## src/rtl/calendar_pkg.sv

```systemverilog
package calendar_pkg;

  localparam int ADDR_W = 4;
  localparam int DATA_W = 32;
  localparam int YEAR_W = 16;
  localparam int DIGITS = YEAR_W / 4;

  typedef enum logic [ADDR_W-1:0] {
    REG_TIME_RD  = 4'd0,
    REG_TIME_LD  = 4'd1,
    REG_YEAR_RD  = 4'd2,
    REG_YEAR_LD  = 4'd3,
    REG_ALM_TIME = 4'd4,
    REG_ALM_YEAR = 4'd5,
    REG_MASK     = 4'd6,
    REG_RAW      = 4'd7,
    REG_MASKED   = 4'd8,
    REG_CLEAR    = 4'd9
  } regSel_e;

  // packed time word, field positions are visible to software
  typedef struct packed {
    logic [2:0] pad;
    logic [3:0] month;
    logic [4:0] mday;
    logic [2:0] wday;
    logic [4:0] hour;
    logic [5:0] minute;
    logic [5:0] second;
  } calTime_t;

  // strobes from control to datapath
  typedef struct packed {
    logic tick;
    logic ldTime;
    logic ldYear;
    logic wrAlmTime;
    logic wrAlmYear;
    logic wrMask;
    logic clrAlarm;
  } strobes_t;

  function automatic logic [YEAR_W-1:0] bcdYearInc(input logic [YEAR_W-1:0] y);
    logic [YEAR_W-1:0] r;
    logic carry;
    r = y;
    carry = 1'b1;
    for (int i = 0; i < DIGITS; i++) begin
      if (carry) begin
        if (y[i*4 +: 4] >= 4'd9) begin
          r[i*4 +: 4] = 4'd0;
        end else begin
          r[i*4 +: 4] = y[i*4 +: 4] + 4'd1;
          carry = 1'b0;
        end
      end
    end
    return r;
  endfunction

  function automatic logic isLeap(input logic [YEAR_W-1:0] y);
    logic [6:0] lo;
    logic [6:0] cen;
    lo  = 7'(y[7:4]) * 7'd10 + 7'(y[3:0]);
    cen = 7'(y[15:12]) * 7'd10 + 7'(y[11:8]);
    if (lo == 7'd0) return (cen[1:0] == 2'd0);
    return (lo[1:0] == 2'd0);
  endfunction

  function automatic logic [4:0] monthDays(input logic [3:0] month, input logic leap);
    case (month)
      4'd4, 4'd6, 4'd9, 4'd11: return 5'd30;
      4'd2:                    return leap ? 5'd29 : 5'd28;
      default:                 return 5'd31;
    endcase
  endfunction

endpackage

```

## src/rtl/calendar_ctrl.sv

```systemverilog
module calendar_ctrl
  import calendar_pkg::*;
#(
  parameter int PRESCALE = 32768
) (
  input  logic              clk,
  input  logic              rstN,
  input  logic              wrEn,
  input  logic [ADDR_W-1:0] wrAddr,
  input  logic              wrBit0,
  output strobes_t          strobe
);

  localparam int CNT_W = (PRESCALE > 2) ? $clog2(PRESCALE) : 1;
  localparam logic [CNT_W-1:0] LAST = CNT_W'(PRESCALE - 1);

  logic [CNT_W-1:0] preCnt;
  logic anyLoad;
  logic wrapNow;

  assign anyLoad = wrEn && (wrAddr == REG_TIME_LD || wrAddr == REG_YEAR_LD);
  assign wrapNow = (preCnt == LAST);

  always_ff @(posedge clk or negedge rstN) begin
    if (!rstN)                  preCnt <= '0;
    else if (anyLoad || wrapNow) preCnt <= '0;
    else                        preCnt <= preCnt + 1'b1;
  end

  always_comb begin
    strobe           = '0;
    strobe.tick      = wrapNow && !anyLoad;
    strobe.ldTime    = wrEn && (wrAddr == REG_TIME_LD);
    strobe.ldYear    = wrEn && (wrAddr == REG_YEAR_LD);
    strobe.wrAlmTime = wrEn && (wrAddr == REG_ALM_TIME);
    strobe.wrAlmYear = wrEn && (wrAddr == REG_ALM_YEAR);
    strobe.wrMask    = wrEn && (wrAddr == REG_MASK);
    strobe.clrAlarm  = wrEn && (wrAddr == REG_CLEAR) && wrBit0;
  end

endmodule

```

## src/rtl/calendar_datapath.sv

```systemverilog
module calendar_datapath
  import calendar_pkg::*;
(
  input  logic              clk,
  input  logic              rstN,
  input  strobes_t          strobe,
  input  logic [DATA_W-1:0] wrData,
  input  logic [ADDR_W-1:0] rdAddr,
  output logic [DATA_W-1:0] rdData,
  output logic              irq,
  output logic              rawFlag,
  output logic [DATA_W-1:0] timeWord
);

  localparam calTime_t TIME_RST = '{pad: 3'd0, month: 4'd1, mday: 5'd1, wday: 3'd1,
                                    hour: 5'd0, minute: 6'd0, second: 6'd0};
  localparam logic [YEAR_W-1:0] YEAR_RST = 16'h2000;

  calTime_t          timeVal, nextTime, almTime, wrTime;
  logic [YEAR_W-1:0] yearVal, nextYear, almYear;
  logic              maskBit;
  logic              leapNow;
  logic              matchNow;

  assign wrTime  = calTime_t'({3'b000, wrData[28:0]});
  assign leapNow = isLeap(yearVal);

  // next calendar value, one second later
  always_comb begin
    nextTime = timeVal;
    nextYear = yearVal;
    if (timeVal.second >= 6'd59) begin
      nextTime.second = 6'd0;
      if (timeVal.minute >= 6'd59) begin
        nextTime.minute = 6'd0;
        if (timeVal.hour >= 5'd23) begin
          nextTime.hour = 5'd0;
          nextTime.wday = (timeVal.wday >= 3'd7 || timeVal.wday == 3'd0) ? 3'd1 : timeVal.wday + 3'd1;
          if (timeVal.mday >= monthDays(timeVal.month, leapNow)) begin
            nextTime.mday = 5'd1;
            if (timeVal.month >= 4'd12) begin
              nextTime.month = 4'd1;
              nextYear = bcdYearInc(yearVal);
            end else begin
              nextTime.month = timeVal.month + 4'd1;
            end
          end else begin
            nextTime.mday = timeVal.mday + 5'd1;
          end
        end else begin
          nextTime.hour = timeVal.hour + 5'd1;
        end
      end else begin
        nextTime.minute = timeVal.minute + 6'd1;
      end
    end else begin
      nextTime.second = timeVal.second + 6'd1;
    end
  end

  assign matchNow = strobe.tick && (nextTime == almTime) && (nextYear == almYear);

  always_ff @(posedge clk or negedge rstN) begin
    if (!rstN) begin
      timeVal <= TIME_RST;
      yearVal <= YEAR_RST;
    end else begin
      if (strobe.ldTime)    timeVal <= wrTime;
      else if (strobe.tick) timeVal <= nextTime;
      if (strobe.ldYear)    yearVal <= wrData[YEAR_W-1:0];
      else if (strobe.tick) yearVal <= nextYear;
    end
  end

  always_ff @(posedge clk or negedge rstN) begin
    if (!rstN) begin
      almTime <= '0;
      almYear <= '0;
      maskBit <= 1'b0;
      rawFlag <= 1'b0;
    end else begin
      if (strobe.wrAlmTime) almTime <= wrTime;
      if (strobe.wrAlmYear) almYear <= wrData[YEAR_W-1:0];
      if (strobe.wrMask)    maskBit <= wrData[0];
      if (matchNow)             rawFlag <= 1'b1;
      else if (strobe.clrAlarm) rawFlag <= 1'b0;
    end
  end

  assign irq      = rawFlag & maskBit;
  assign timeWord = timeVal;

  always_comb begin
    rdData = '0;
    case (rdAddr)
      REG_TIME_RD:  rdData = timeVal;
      REG_YEAR_RD:  rdData = DATA_W'(yearVal);
      REG_ALM_TIME: rdData = almTime;
      REG_ALM_YEAR: rdData = DATA_W'(almYear);
      REG_MASK:     rdData = DATA_W'(maskBit);
      REG_RAW:      rdData = DATA_W'(rawFlag);
      REG_MASKED:   rdData = DATA_W'(rawFlag & maskBit);
      default:      rdData = '0;
    endcase
  end

endmodule

```

## src/rtl/calendar_clock.sv

```systemverilog
module calendar_clock
  import calendar_pkg::*;
#(
  parameter int PRESCALE = 32768
) (
  input  logic        clk,
  input  logic        rstN,
  input  logic        wrEn,
  input  logic [3:0]  wrAddr,
  input  logic [31:0] wrData,
  input  logic [3:0]  rdAddr,
  output logic [31:0] rdData,
  output logic        irq
);

  strobes_t    strobe;
  logic        tickSeen;
  logic        rawFlag;
  logic [31:0] timeWord;

  calendar_ctrl #(.PRESCALE(PRESCALE)) u_ctrl (
    .clk    (clk),
    .rstN   (rstN),
    .wrEn   (wrEn),
    .wrAddr (wrAddr),
    .wrBit0 (wrData[0]),
    .strobe (strobe)
  );

  calendar_datapath u_dp (
    .clk      (clk),
    .rstN     (rstN),
    .strobe   (strobe),
    .wrData   (wrData),
    .rdAddr   (rdAddr),
    .rdData   (rdData),
    .irq      (irq),
    .rawFlag  (rawFlag),
    .timeWord (timeWord)
  );

  assign tickSeen = strobe.tick;

endmodule

```

## config.mk

```make
export PLATFORM = sky130hd
export DESIGN_NAME = calendar_clock
export DESIGN_NICKNAME = d
export VERILOG_FILES = /design/src/rtl/calendar_pkg.sv /design/src/rtl/calendar_ctrl.sv /design/src/rtl/calendar_datapath.sv /design/src/rtl/calendar_clock.sv
export SDC_FILE = /design/constraint.sdc
export NUM_CORES = 1
export LEC_CHECK = 0
export ABC_AREA = 1
export ABC_CLOCK_PERIOD_IN_PS = 4900
export CORE_ASPECT_RATIO = 1.4
export CORE_UTILIZATION = 59
export CTS_CLUSTER_DIAMETER = 100
export DETAILED_ROUTE_END_ITERATION = 8
export MAX_ROUTING_LAYER = met4
export PLACE_DENSITY = 0.82
export SLEW_MARGIN = 15
export SYNTH_ARGS = -nofsm -noshare
export SYNTH_HDL_FRONTEND = slang
export SYNTH_SLANG_ARGS = --single-unit
```

## constraint.sdc

```tcl
create_clock -name clk -period 4.9 [get_ports clk]
set_input_delay 0.98 -clock clk [delete_from_list [all_inputs] [get_ports clk]]
set_output_delay 0.98 -clock clk [all_outputs]
set_load 0.1 [all_outputs]
```

=== After elaboration in Yosys (flattened, before gate mapping) ===
Cells that the tools add are included.

* $add $sub $neg: 13
* Multiply operators: 2
* $lt $le $gt $ge: 10
* Equality and inequality tests: 20
* Multiplexer cells: 58
* Bitwise operators: 2
* Reductions and logical operators: 24

{| class="wikitable"
|+ Operator list
! operator !! number
|-
| case mux 32 bit (7 select lines) || 1
|-
| two-way mux 16 bit || 7
|-
| equality test 4 x 3 -> 1 bit, second input constant || 9
|-
| two-way mux 4 bit || 9
|-
| equality test 32 x 29 -> 1 bit || 1
|-
| two-way mux 32 bit || 1
|-
| two-way mux 29 bit || 1
|-
| two-way mux 1 bit || 26
|-
| two-way mux 5 bit || 5
|-
| two-way mux 23 bit || 1
|-
| adder 4 x 1 -> 4 bit, second input constant || 5
|-
| >= comparator 4 bit, second input constant || 5
|-
| two-way mux 17 bit || 1
|-
| equality test 16 bit || 1
|-
| equality test 4 bit, second input constant || 4
|-
| adder 15 x 1 -> 15 bit, second input constant || 1
|-
| equality test 15 bit, second input constant || 1
|-
| two-way mux 15 bit || 1
|-
| adder 6 x 1 -> 6 bit, second input constant || 2
|-
| equality test 4 x 2 -> 1 bit, second input constant || 3
|-
| >= comparator 6 bit, second input constant || 2
|-
| two-way mux 12 bit || 1
|-
| two-way mux 6 bit || 2
|-
| logical AND 1 bit || 11
|-
| 21 further kinds || 28
|}

* Flip-flop bits (word level): 110
* Output and inout bits: 33

=== Depth between registers and ports, before layout ===
Gate-level depths: netlist of run 1.

* Depth in word-level cells: 36
* Gate-level depth with buffers: 28

=== By module ===
From an unflattened synthesis of run 1, not the netlist that was laid out.

* Cells, all modules: 1109
* Area total of the unflattened synthesis: 7731.2 µm²

{| class="wikitable"
|+ By module, submodules not included
! module !! times used !! cells each !! area each (µm²) !! seq. area each (µm²)
|-
| calendar_datapath || 1 || 987 || 6784.0 || 2307.2
|-
| calendar_ctrl || 1 || 122 || 947.2 || 375.4
|}

=== Worst setup path before layout of run 1 ===
Ideal clock, no wire load.

* Kind: input-to-output
* From: input rdAddr[1]
* To: output rdData[11]
* Arrival time: 3.862 ns
* Setup slack: 0.058 ns
* Stages on the path: 4
* Cell sequence: nor2_1 > nand2_1 > clkbuf_1 > o21ai_0

* Longest elaborated chain between the ends: 2
* Elaborated cells between the ends (all ways): 8
* Those cells by class: eq/ne: 6; mux: 1; reduce/logical: 1

{| class="wikitable"
|+ RTL lines
! element !! RTL line !! source
|-
| start: declaration || calendar_clock.sv:11 || <nowiki>input logic [3:0] rdAddr,</nowiki>
|-
| equality test 4 bit (tied with other cells) || calendar_datapath.sv:95 || <nowiki>case (rdAddr)</nowiki>
|-
| case mux 32 bit (7 select lines) (*) || calendar_datapath.sv:95 ||
|-
| end: declaration || calendar_clock.sv:12 || <nowiki>output logic [31:0] rdData,</nowiki>
|}

Mark *: on every way between the ends. The rest lies on a longest branch, timed or not.

=== Final worst setup path of run 1 ===
* From: register u_dp.yearVal[7]
* To: register u_dp.rawFlag

* Longest elaborated chain between the ends: 23
* Elaborated cells between the ends (all ways): 46
* Those cells by class: add/sub: 2; mul: 1; order compare: 2; eq/ne: 2; mux: 35; reduce/logical: 4

{| class="wikitable"
|+ RTL lines
! element !! RTL line !! source
|-
| start: declaration || calendar_datapath.sv:20 || <nowiki>logic [YEAR_W-1:0] yearVal, nextYear, almYear;</nowiki>
|-
| start signal: assignment || calendar_datapath.sv:70 || <nowiki>if (strobe.ldYear) yearVal <= wrData[YEAR_W-1:0];</nowiki>
|-
| start signal: assignment || calendar_datapath.sv:71 || <nowiki>else if (strobe.tick) yearVal <= nextYear;</nowiki>
|-
| branches (longest 21 deep; another with adder 7 x 4 -> 7 bit) || n/a ||
|-
| logical AND 1 bit (*) || calendar_datapath.sv:61 || <nowiki>assign matchNow = strobe.tick && (nextTime == almTime) && (nextYear == almYear);</nowiki>
|-
| two-way mux 1 bit / nonzero test 2 bit (equally long branches) || n/a ||
|-
| end signal: assignment || calendar_datapath.sv:80 || <nowiki>rawFlag <= 1'b0;</nowiki>
|-
| end signal: assignment || calendar_datapath.sv:85 || <nowiki>if (matchNow) rawFlag <= 1'b1;</nowiki>
|-
| end signal: assignment || calendar_datapath.sv:86 || <nowiki>else if (strobe.clrAlarm) rawFlag <= 1'b0;</nowiki>
|-
| end: declaration || calendar_datapath.sv:11 || <nowiki>output logic rawFlag,</nowiki>
|}

Mark *: on every way between the ends. The select of a mux whose other input is x is not followed.
A chain may end at the register's enable or synchronous reset.

==> results of run 1 <==
-- layer usage --
metal	routed length, um	vias to the layer above
li1	-	3828
met1	8720	3798
met2	12000	457
met3	2130	140
met4	1830	0
met5	0	-
-- critical path, stage by stage, from the launching register on --
cell	delay, ns
dfrtp_1	0.47
ha_1	0.32
ha_1	0.14
inv_1	0.05
fa_1	0.37
xor2_1	0.18
nor3_1	0.21
nor2_1	0.06
o31ai_1	0.24
a21oi_1	0.11
ha_1	0.29
inv_1	0.04
nand2_1	0.05
nand2_1	0.05
nand2_1	0.10
nand2_1	0.08
inv_1	0.22
nand3_2	0.35
nand3_1	0.28
xor2_1	0.23
nand2_1	0.08
nor2_1	0.19
nand2_1	0.07
nor2_1	0.10
nand2_1	0.08
nand2_1	0.06
-- through the flow --
step	util, %	total power (uW)	hold slack [ns]	std cells	cell area [sq um]
5_1_grt	71.5	3820	0.501	1340	9170
3_5_place_dp	69.3	2840	0.460	1324	8880
2_1_floorplan	-	2380	0.433	1125	7770
3_3_place_gp	69.3	2790	0.455	1324	8880
6_report	71.5	3590	0.467	1340	9170
4_1_cts	71.5	3560	0.471	1340	9170
-- kinds of logic (layout without fill, tap and decap cells) --
| logic type | after synthesis | after routing | share of synthesized area, % |
|---|---|---|---|
| AO/OA/AOI/OAI | 250 | 250 | 17.8 |
| XOR/XNOR | 15 | 15 | 1.69 |
| adder cells (fa/ha/maj) | 34 | 34 | 5.67 |
| buffers and inverters | 194 | 256 | 9.91 |
| flip-flops | 107 | 107 | 34.6 |
| multiplexers | 3 | 3 | 0.435 |
| other | 1 | 3 | 0.0483 |
| AND/OR/NAND/NOR | 519 | 519 | 29.9 |
-- area by class of cell --
| class | count | share of cell area, % |
|---|---|---|
| Multi-Input combinational cell | 824 | 47.2 |
| Sequential cell | 107 | 29.3 |
| Clock buffer | 10 | 2.50 |
| Clock inverter | 6 | 0.628 |
| Timing Repair Buffer | 84 | 11.9 |
| Tap cell | 153 | 2.09 |
| Inverter | 156 | 6.39 |
-- path summary, 6_finish.rpt --
check	to	from	depth (start not counted)
max	u_dp.rawFlag	u_dp.yearVal[7]	25
min	u_ctrl.preCnt[0]	u_ctrl.preCnt[0]	1
max reg2reg	u_dp.rawFlag	u_dp.yearVal[7]	25
min reg2reg	u_ctrl.preCnt[0]	u_ctrl.preCnt[0]	1
max in group asynchronous	u_dp.timeWord[17]	rstN	2
min in group asynchronous	u_dp.almTime[25]	rstN	1
-- cell usage in the layout, fill, tap and decap left out, types with 29 or more instances in the layout --
cell type,count
a21oi_1,64
o22ai_1,42
nand3_1,89
o21ai_0,110
clkdlybuf4s50_1,39
dfrtp_1,103
nor2_1,101
ha_1,32
buf_12,29
nand2_1,266
inv_1,149
-- flip-flops by register name, indices dropped and copies added, names as in the netlist --
register       count
u_dp.maskBit       1
u_dp.rawFlag       1
u_dp.timeWord     29
u_dp.yearVal      16
u_dp.almYear      16
u_dp.almTime      29
u_ctrl.preCnt     15
-- report_power, final --
part	switching (uW)	internal, uW
clock	363	358
sequential	224	1110
combinational	1000	534
total	1590	2000
==> flow_summary.json, run 1 <==
{
  "use_met2_pct": 63.7,
  "dieArea_sq_um": 13600,
  "avgSynthCellArea_sq_um": 6.91,
  "diodes": 0,
  "ctsResizeCount": 0,
  "synthTopCellsByCount": "266 x nand2_1, 149 x inv_1, 110 x o21ai_0, 103 x dfrtp_1, 102 x nor2_1",
  "cts_tree": "done",
  "io_pins": 76,
  "yosysSeqAreaShare_pct": 34.6,
  "grtUsageMet3_pct": 6.39,
  "multiInputGateArea_sq_um": 4330,
  "synth_top_area_share_pct": 33.2,
  "final.period_utilization_pct": 91.2,
  "ir_worst_vdd_v": 0.000206,
  "initial_core_util_pct": 60.6,
  "synth_edf_count": 0,
  "place_congestion": 1.01,
  "clock_path_buffers": 2,
  "cts_root_buf": "clkbuf_16",
  "period_minus_slack_ns": 4.47,
  "cts_buffers": 9,
  "final.fill_count": 1039,
  "die_width_um": 98.9,
  "drtIter0Drc": 699,
  "hold_path.class": "flip-flop to flip-flop",
  "drive_above_1_share_pct": 9.18,
  "cts_sinks": 107,
  "wirelength_um": 24600,
  "p_per_area_nw_per_um2": 392,
  "hold_viol": 0,
  "avgViaCountPerCell": 6.14,
  "worstMarginPinSlew_ns": 1.01,
  "grt_busiest_layer": "met2",
  "cap_violations": 0,
  "final_nets": 1259,
  "core-area_sq_um": 12800,
  "area_delta_synth_final_pct": 18.1,
  "critPathArrivalTime_ns": 4.77,
  "cp_max_fo": 8,
  "post-place-ws_ns": 0.578,
  "ys_async_sr_fraction_pct": 100,
  "fmax_mhz": 224,
  "dr.pass1.iters": 5,
  "post-synth-top-count-cell": "nand2_1",
  "drv_slew": 0,
  "clk_pin_slew_ns": 0.07,
  "fp.dieH_um": 138,
  "seqCellArea_sq_um": 2680,
  "overflow": 0,
  "required_ns": 5.20,
  "clk_latency_ns": 0.36,
  "yosys_warnings": 0,
  "crit_type": "flip-flop to flip-flop",
  "numPortBuffers": 69,
  "ant_nets": 0,
  "rsz0062_at_grt": "false",
  "drc": 0,
  "first_global_vias": 7931,
  "clock_skew_ns": 0.0114,
  "synth_area_leaders": "dfrtp_1 33%, nand2_1 13%, inv_1 7.2%",
  "setup_violations": 0,
  "postCtsSetupBuffers": 0,
  "ys_ff_latch": 107,
  "cts.htree.levels": 3,
  "grt_usage_pct": 38.5,
  "leakage_uw": 0.00442,
  "vias": 8223,
  "holdBufCountCts": 0,
  "syn-instance-count": 1123,
  "rows": 49,
  "syn-cell-area_sq_um": 7760,
  "antenna_found_initial": 0,
  "synth_top_area_cell": "dfrtp_1",
  "worst-r2r-setup-slack_ns": 0.43,
  "slew_headroom_pct": 32.6,
  "layout_setup_ws_ns": 0.433,
  "crit_path_start_kind": "flip-flop",
  "fin_setup_tns_ns": 0,
  "dp_hpwl_um": 18000,
  "crit_path_end_kind": "flip-flop",
  "synth-main-ff-cell": "dfrtp_1",
  "gr-usage-met1_pct": 41.2,
  "synth_cell_types": 48,
  "outcome": "complete, no violations",
  "wl_per_cell_um": 18.4,
  "grt_max_degree": 76,
  "grt_first_pass_wirelength_um": 38700
}
Power figures use the tool's default switching activity.
==> inputs of run 2 (changes only) <==
- CORE_UTILIZATION: 59 -> 50
- PLACE_DENSITY: 0.82 -> 0.71
- SETUP_SLACK_MARGIN: default -> 0.02
- SYNTH_HIERARCHICAL: default -> 1
==> run 2 against run 1 <==
Compared with the run above: cell area shrank 1.9%; sequential power is 4% lower; clock power increased by 1%; non-clock buffer count is 2 lower; global-route usage down 6.4 points; clock skew shrank 0.0034 ns; largest cell class unchanged.
==> flow_summary.json, run 2 <==
{
  "hold_path_depth": 1,
  "dp_hpwl_um": 17600,
  "routed.top_layer": "met4",
  "clk_pin_slew_ns": 0.07,
  "area_delta_synth_final_pct": 16.7,
  "io_pins": 76,
  "syn-cell-area_sq_um": 7710,
  "grt_first_pass_wirelength_um": 38300,
  "hold_path_end": "u_ctrl/preCnt[0]",
  "setup_violations": 0,
  "r2r_start": "u_dp/yearVal[7]",
  "dr.pass1.iters": 6,
  "clock_skew_ns": 0.00808,
  "die_width_um": 107,
  "crit_type": "flip-flop to flip-flop",
  "crit_path_end_kind": "flip-flop",
  "diodes": 0,
  "leakage_uw": 0.00417,
  "rr_worst_depth": 29,
  "route.met3.wl_um": 1390,
  "rsz0062_at_grt": "false",
  "critPathArrivalTime_ns": 4.80,
  "place_area_sq_um": 8690,
  "avgSynthCellArea_sq_um": 6.97,
  "critPathSlowestCell": "dfrtp_1",
  "initial_core_util_pct": 51.2,
  "layout_setup_ws_ns": 0.405,
  "drive_above_1_share_pct": 9.43,
  "rows": 53,
  "met2_length_um": 11600,
  "clk_latency_ns": 0.36,
  "final_common_cell": "nand2_1",
  "p_per_area_nw_per_um2": 370,
  "required_ns": 5.20,
  "vias": 7838,
  "reg2reg_to": "u_dp/rawFlag",
  "drtIter0Drc": 519,
  "outcome": "complete, no violations",
  "core-area_sq_um": 15100,
  "overflow": 0,
  "cp_max_fo": 9,
  "hp-start": "u_ctrl/preCnt[0]",
  "post-place-ws_ns": 0.411,
  "cts.htree.levels": 3,
  "cts_tree": "done",
  "drc": 0,
  "cap_violations": 0,
  "met1Wirelength_um": 9330,
  "worst-r2r-setup-slack_ns": 0.40,
  "cpPeakStageDelay_ns": 0.46,
  "final.period_utilization_pct": 91.7,
  "antenna_found_initial": 0,
  "fp.dieH_um": 149,
  "ant_nets": 0,
  "final_cell_mix": "317 x nand2_1, 139 x inv_1, 103 x dfrtp_1",
  "cts_buffers": 9,
  "hold_path.class": "flip-flop to flip-flop",
  "slew_headroom_pct": 35.3,
  "hold_viol": 0,
  "critPathMostFrequentCell": "nand2_1",
  "final_nets": 1239,
  "place_congestion": 0.938,
  "startpoint": "u_dp/yearVal[7]",
  "grt_max_degree": 59,
  "first_global_vias": 7720,
  "clock_path_buffers": 2,
  "drv_slew": 0,
  "period_minus_slack_ns": 4.50,
  "grt_usage_pct": 32.1,
  "wl_per_cell_um": 17.5,
  "worstMarginPinSlew_ns": 0.967,
  "crit_path_start_kind": "flip-flop",
  "dieArea_sq_um": 15900,
  "yosys_warnings": 6,
  "numPortBuffers": 69,
  "fmax_mhz": 222,
  "wirelength_um": 23800,
  "fin_setup_tns_ns": 0,
  "ir_worst_vdd_v": 0.000183,
  "cts_sinks": 107,
  "syn-instance-count": 1106,
  "cts_root_buf": "clkbuf_16",
  "final_cell_area_sq_um": 8990,
  "avgViaCountPerCell": 5.77
}
-- run 2: area by class of cell --
cell class | count | area, sq um
fillers | 1435 | 6060
multi-input cells | 819 | 4340
flip-flops and latches | 107 | 2680
repair buffers | 82 | 913
inverters | 143 | 537
well taps | 192 | 240
clock buffers | 10 | 229
clock inverters | 5 | 55.1
-- run 2: worst max-delay path: cells and delay by family, from the launching register on --
family	cells	cell delay (ns)
AO/OA/AOI/OAI	5	0.86
XOR/XNOR	1	0.17
adder cells (fa/ha/maj)	4	1.10
buffers and inverters	4	0.40
flip-flops	1	0.46
AND/OR/NAND/NOR	15	1.44
-- run 2: report_power, final --
part	internal, uW	switching (uW)	total, uW
clock network	392	337	729
logic	454	859	1310
registers	1090	193	1280
total	1940	1390	3320
-- run 2: worst max-delay path by stage --
| stage | end | slack (ns) |
|---|---|---|
| after global routing | u_dp/rawFlag | 0.07 |
| after floorplan | rdData[10] | 0.42 |
| after global placement | u_dp/rawFlag | 0.51 |
| final | u_dp/rawFlag | 0.40 |
| after detailed placement | u_dp/rawFlag | 0.41 |
| after CTS | u_dp/rawFlag | 0.39 |
-- run 2: metal layers --
layer,track usage [%],up-vias
met5,-,-
met4,19.6,0
met3,3.98,82
met2,53.5,323
met1,36.7,3634
li1,-,3799
-- run 2: what timing repair did --
action | CTS | global route
hold buffers | 0 | 0
buffers inserted | 0 | 2
resized for setup | 0 | 1
setup endpoints to repair | 0 | 1
-- run 2: stage by stage --
step           hold slack [ns]  util [%]  std cells  power [uW]
5_1_grt                  0.514      59.7       1358        3560
2_1_floorplan            0.453         -       1108        2200
6_report                 0.490      59.7       1358        3320
4_1_cts                  0.500      59.6       1356        3320
3_5_place_dp             0.489      57.7       1341        2580
3_3_place_gp             0.472      57.7       1341        2560
==> inputs of run 3 (changes only) <==
- PLACE_DENSITY: 0.71 -> 0.82
- REMOVE_ABC_BUFFERS: default -> 1
==> run 3 against run 2 <==
Compared with the run above: final cell count barely moved; clock skew rose by 0.0037 ns; critical endpoint unchanged; largest power group unchanged; non-clock buffer count fell by 2.
==> flow_summary.json, run 3 (synthesis results as in run 2) <==
{
  "outcome": "complete, no violations",
  "swShare_pct": 42.4,
  "dp_hpwl_um": 16300,
  "final_cell_mix": "317 x nand2_1, 139 x inv_1, 103 x dfrtp_1",
  "wl_per_cell_um": 16.7,
  "power_frac_seq_pct": 38.6,
  "critPathArrivalTime_ns": 4.80,
  "cpPeakStageDelay_ns": 0.45,
  "grt_first_pass_wirelength_um": 37300,
  "dieArea_sq_um": 15900,
  "area_delta_synth_final_pct": 17.5,
  "numPortBuffers": 69,
  "leakage_uw": 0.00417,
  "fin_setup_tns_ns": 0,
  "cp_max_fo": 9,
  "overflow": 0,
  "setup_violations": 0,
  "wirelength_um": 22700,
  "crit_path_end_kind": "flip-flop",
  "vias": 7873,
  "period_minus_slack_ns": 4.50,
  "drive_above_1_share_pct": 9.44,
  "first_global_vias": 7913,
  "antenna_found_initial": 0,
  "clk_pin_slew_ns": 0.07,
  "fmax_mhz": 222,
  "die_width_um": 107,
  "cts_root_buf": "clkbuf_16",
  "final_nets": 1237,
  "clk_latency_ns": 0.37,
  "p_per_area_nw_per_um2": 364,
  "ant_nets": 0,
  "avgViaCountPerCell": 5.80,
  "hold_viol": 0,
  "crit_path_start_kind": "flip-flop",
  "critPathTopFamily": "simple AND/OR/NAND/NOR gates",
  "cts_sinks": 107,
  "place_congestion": 0.954,
  "dr.pass1.iters": 7,
  "core-area_sq_um": 15100,
  "critPathSlowestCell": "dfrtp_1",
  "path_buf_inv": 4,
  "final_cells": 1357,
  "ir_worst_vdd_v": 0.000216,
  "required_ns": 5.20,
  "place_inst": 1341,
  "drc": 0,
  "fin_util_pct": 60.2,
  "drtIter0Drc": 601,
  "rsz0062_at_grt": "false",
  "cts.htree.levels": 3,
  "grt_max_degree": 59,
  "cts_tree": "done",
  "p_int_uw": 1900,
  "cts_buffers": 9,
  "worstMarginPinSlew_ns": 0.973,
  "p_sw_uw": 1400,
  "crit_type": "flip-flop to flip-flop",
  "drv_slew": 0,
  "diodes": 0,
  "slew_headroom_pct": 35.0,
  "power_frac_comb_pct": 40.2,
  "io_pins": 76,
  "clock_skew_ns": 0.0118,
  "rows": 53,
  "initial_core_util_pct": 51.2,
  "fp.dieH_um": 149,
  "cap_violations": 0,
  "hold_path.class": "flip-flop to flip-flop",
  "grt_usage_pct": 30.8,
  "critPathMostFrequentCell": "nand2_1",
  "clkPwrFrac_pct": 21.1,
  "postCtsSetupBuffers": 0,
  "final.period_utilization_pct": 91.8,
  "clock_path_buffers": 2,
  "final_common_cell": "nand2_1"
}
## run 3: cell count changes in the layout (fill, tap and decap cells not counted), sizes merged
cell,change
clkinv,+2
buf,-2
bufinv,-1
## run 3: metal layers
| metal | global-route usage, % | share of wire [%] | vias to the layer above |
|---|---|---|---|
| met1 | 34.1 | 38 | 3641 |
| met2 | 51.7 | 50 | 328 |
| met3 | 4.46 | 6.0 | 103 |
| met4 | 19.8 | 5.5 | 0 |
| li1 | - | - | 3801 |
| met5 | - | 0 | - |
## run 3: stage by stage
| stage | hold WS (ns) | instance area, sq um | setup WS, ns | power, uW |
|---|---|---|---|---|
| final | 0.493 | 9060 | 0.400 | 3290 |
| after global routing | 0.529 | 9060 | 0.0481 | 3510 |
| after CTS | 0.496 | 9050 | 0.253 | 3280 |
| after detailed placement | 0.486 | 8780 | 0.305 | 2580 |
| after global placement | 0.475 | 8780 | 0.352 | 2540 |
| after floorplan | 0.455 | 7530 | 0.200 | 2190 |
## run 3: timing repair
action                                  CTS  global route
hold buffers                              0             0
gates resized for setup                   0             2
hold endpoints to repair                  0             0
endpoints found under the setup margin    0             1
## run 3: final cells by class
type | count | area, sq um
Fill cell | 1359 | 6000
Clock inverter | 6 | 42.5
Clock buffer | 10 | 229
Inverter | 143 | 537
Sequential cell | 107 | 2680
Timing Repair Buffer | 80 | 986
Tap cell | 192 | 240
Multi-Input combinational cell | 819 | 4340
## run 3: power by group through the flow
stage | logic (uW) | registers, uW | clock network [uW]
floorplan | 953 | 1240 | 0
global placement | 1270 | 1280 | 0
detailed placement | 1300 | 1280 | 0
CTS | 1310 | 1270 | 704
global route | 1480 | 1300 | 735
finish | 1320 | 1270 | 697
## run 3: worst paths after layout
path                                   from               end  slack (ns)  cells after the start
hold reg to reg            u_ctrl/preCnt[0]  u_ctrl/preCnt[0]        0.49                      1
min in group asynchronous              rstN  u_dp/timeWord[4]        0.57                      1
hold / removal             u_ctrl/preCnt[0]  u_ctrl/preCnt[0]        0.49                      1
setup reg to reg            u_dp/yearVal[7]      u_dp/rawFlag        0.40                     29
max in group asynchronous              rstN  u_dp/almTime[22]        3.28                      2
setup / recovery            u_dp/yearVal[7]      u_dp/rawFlag        0.40                     29
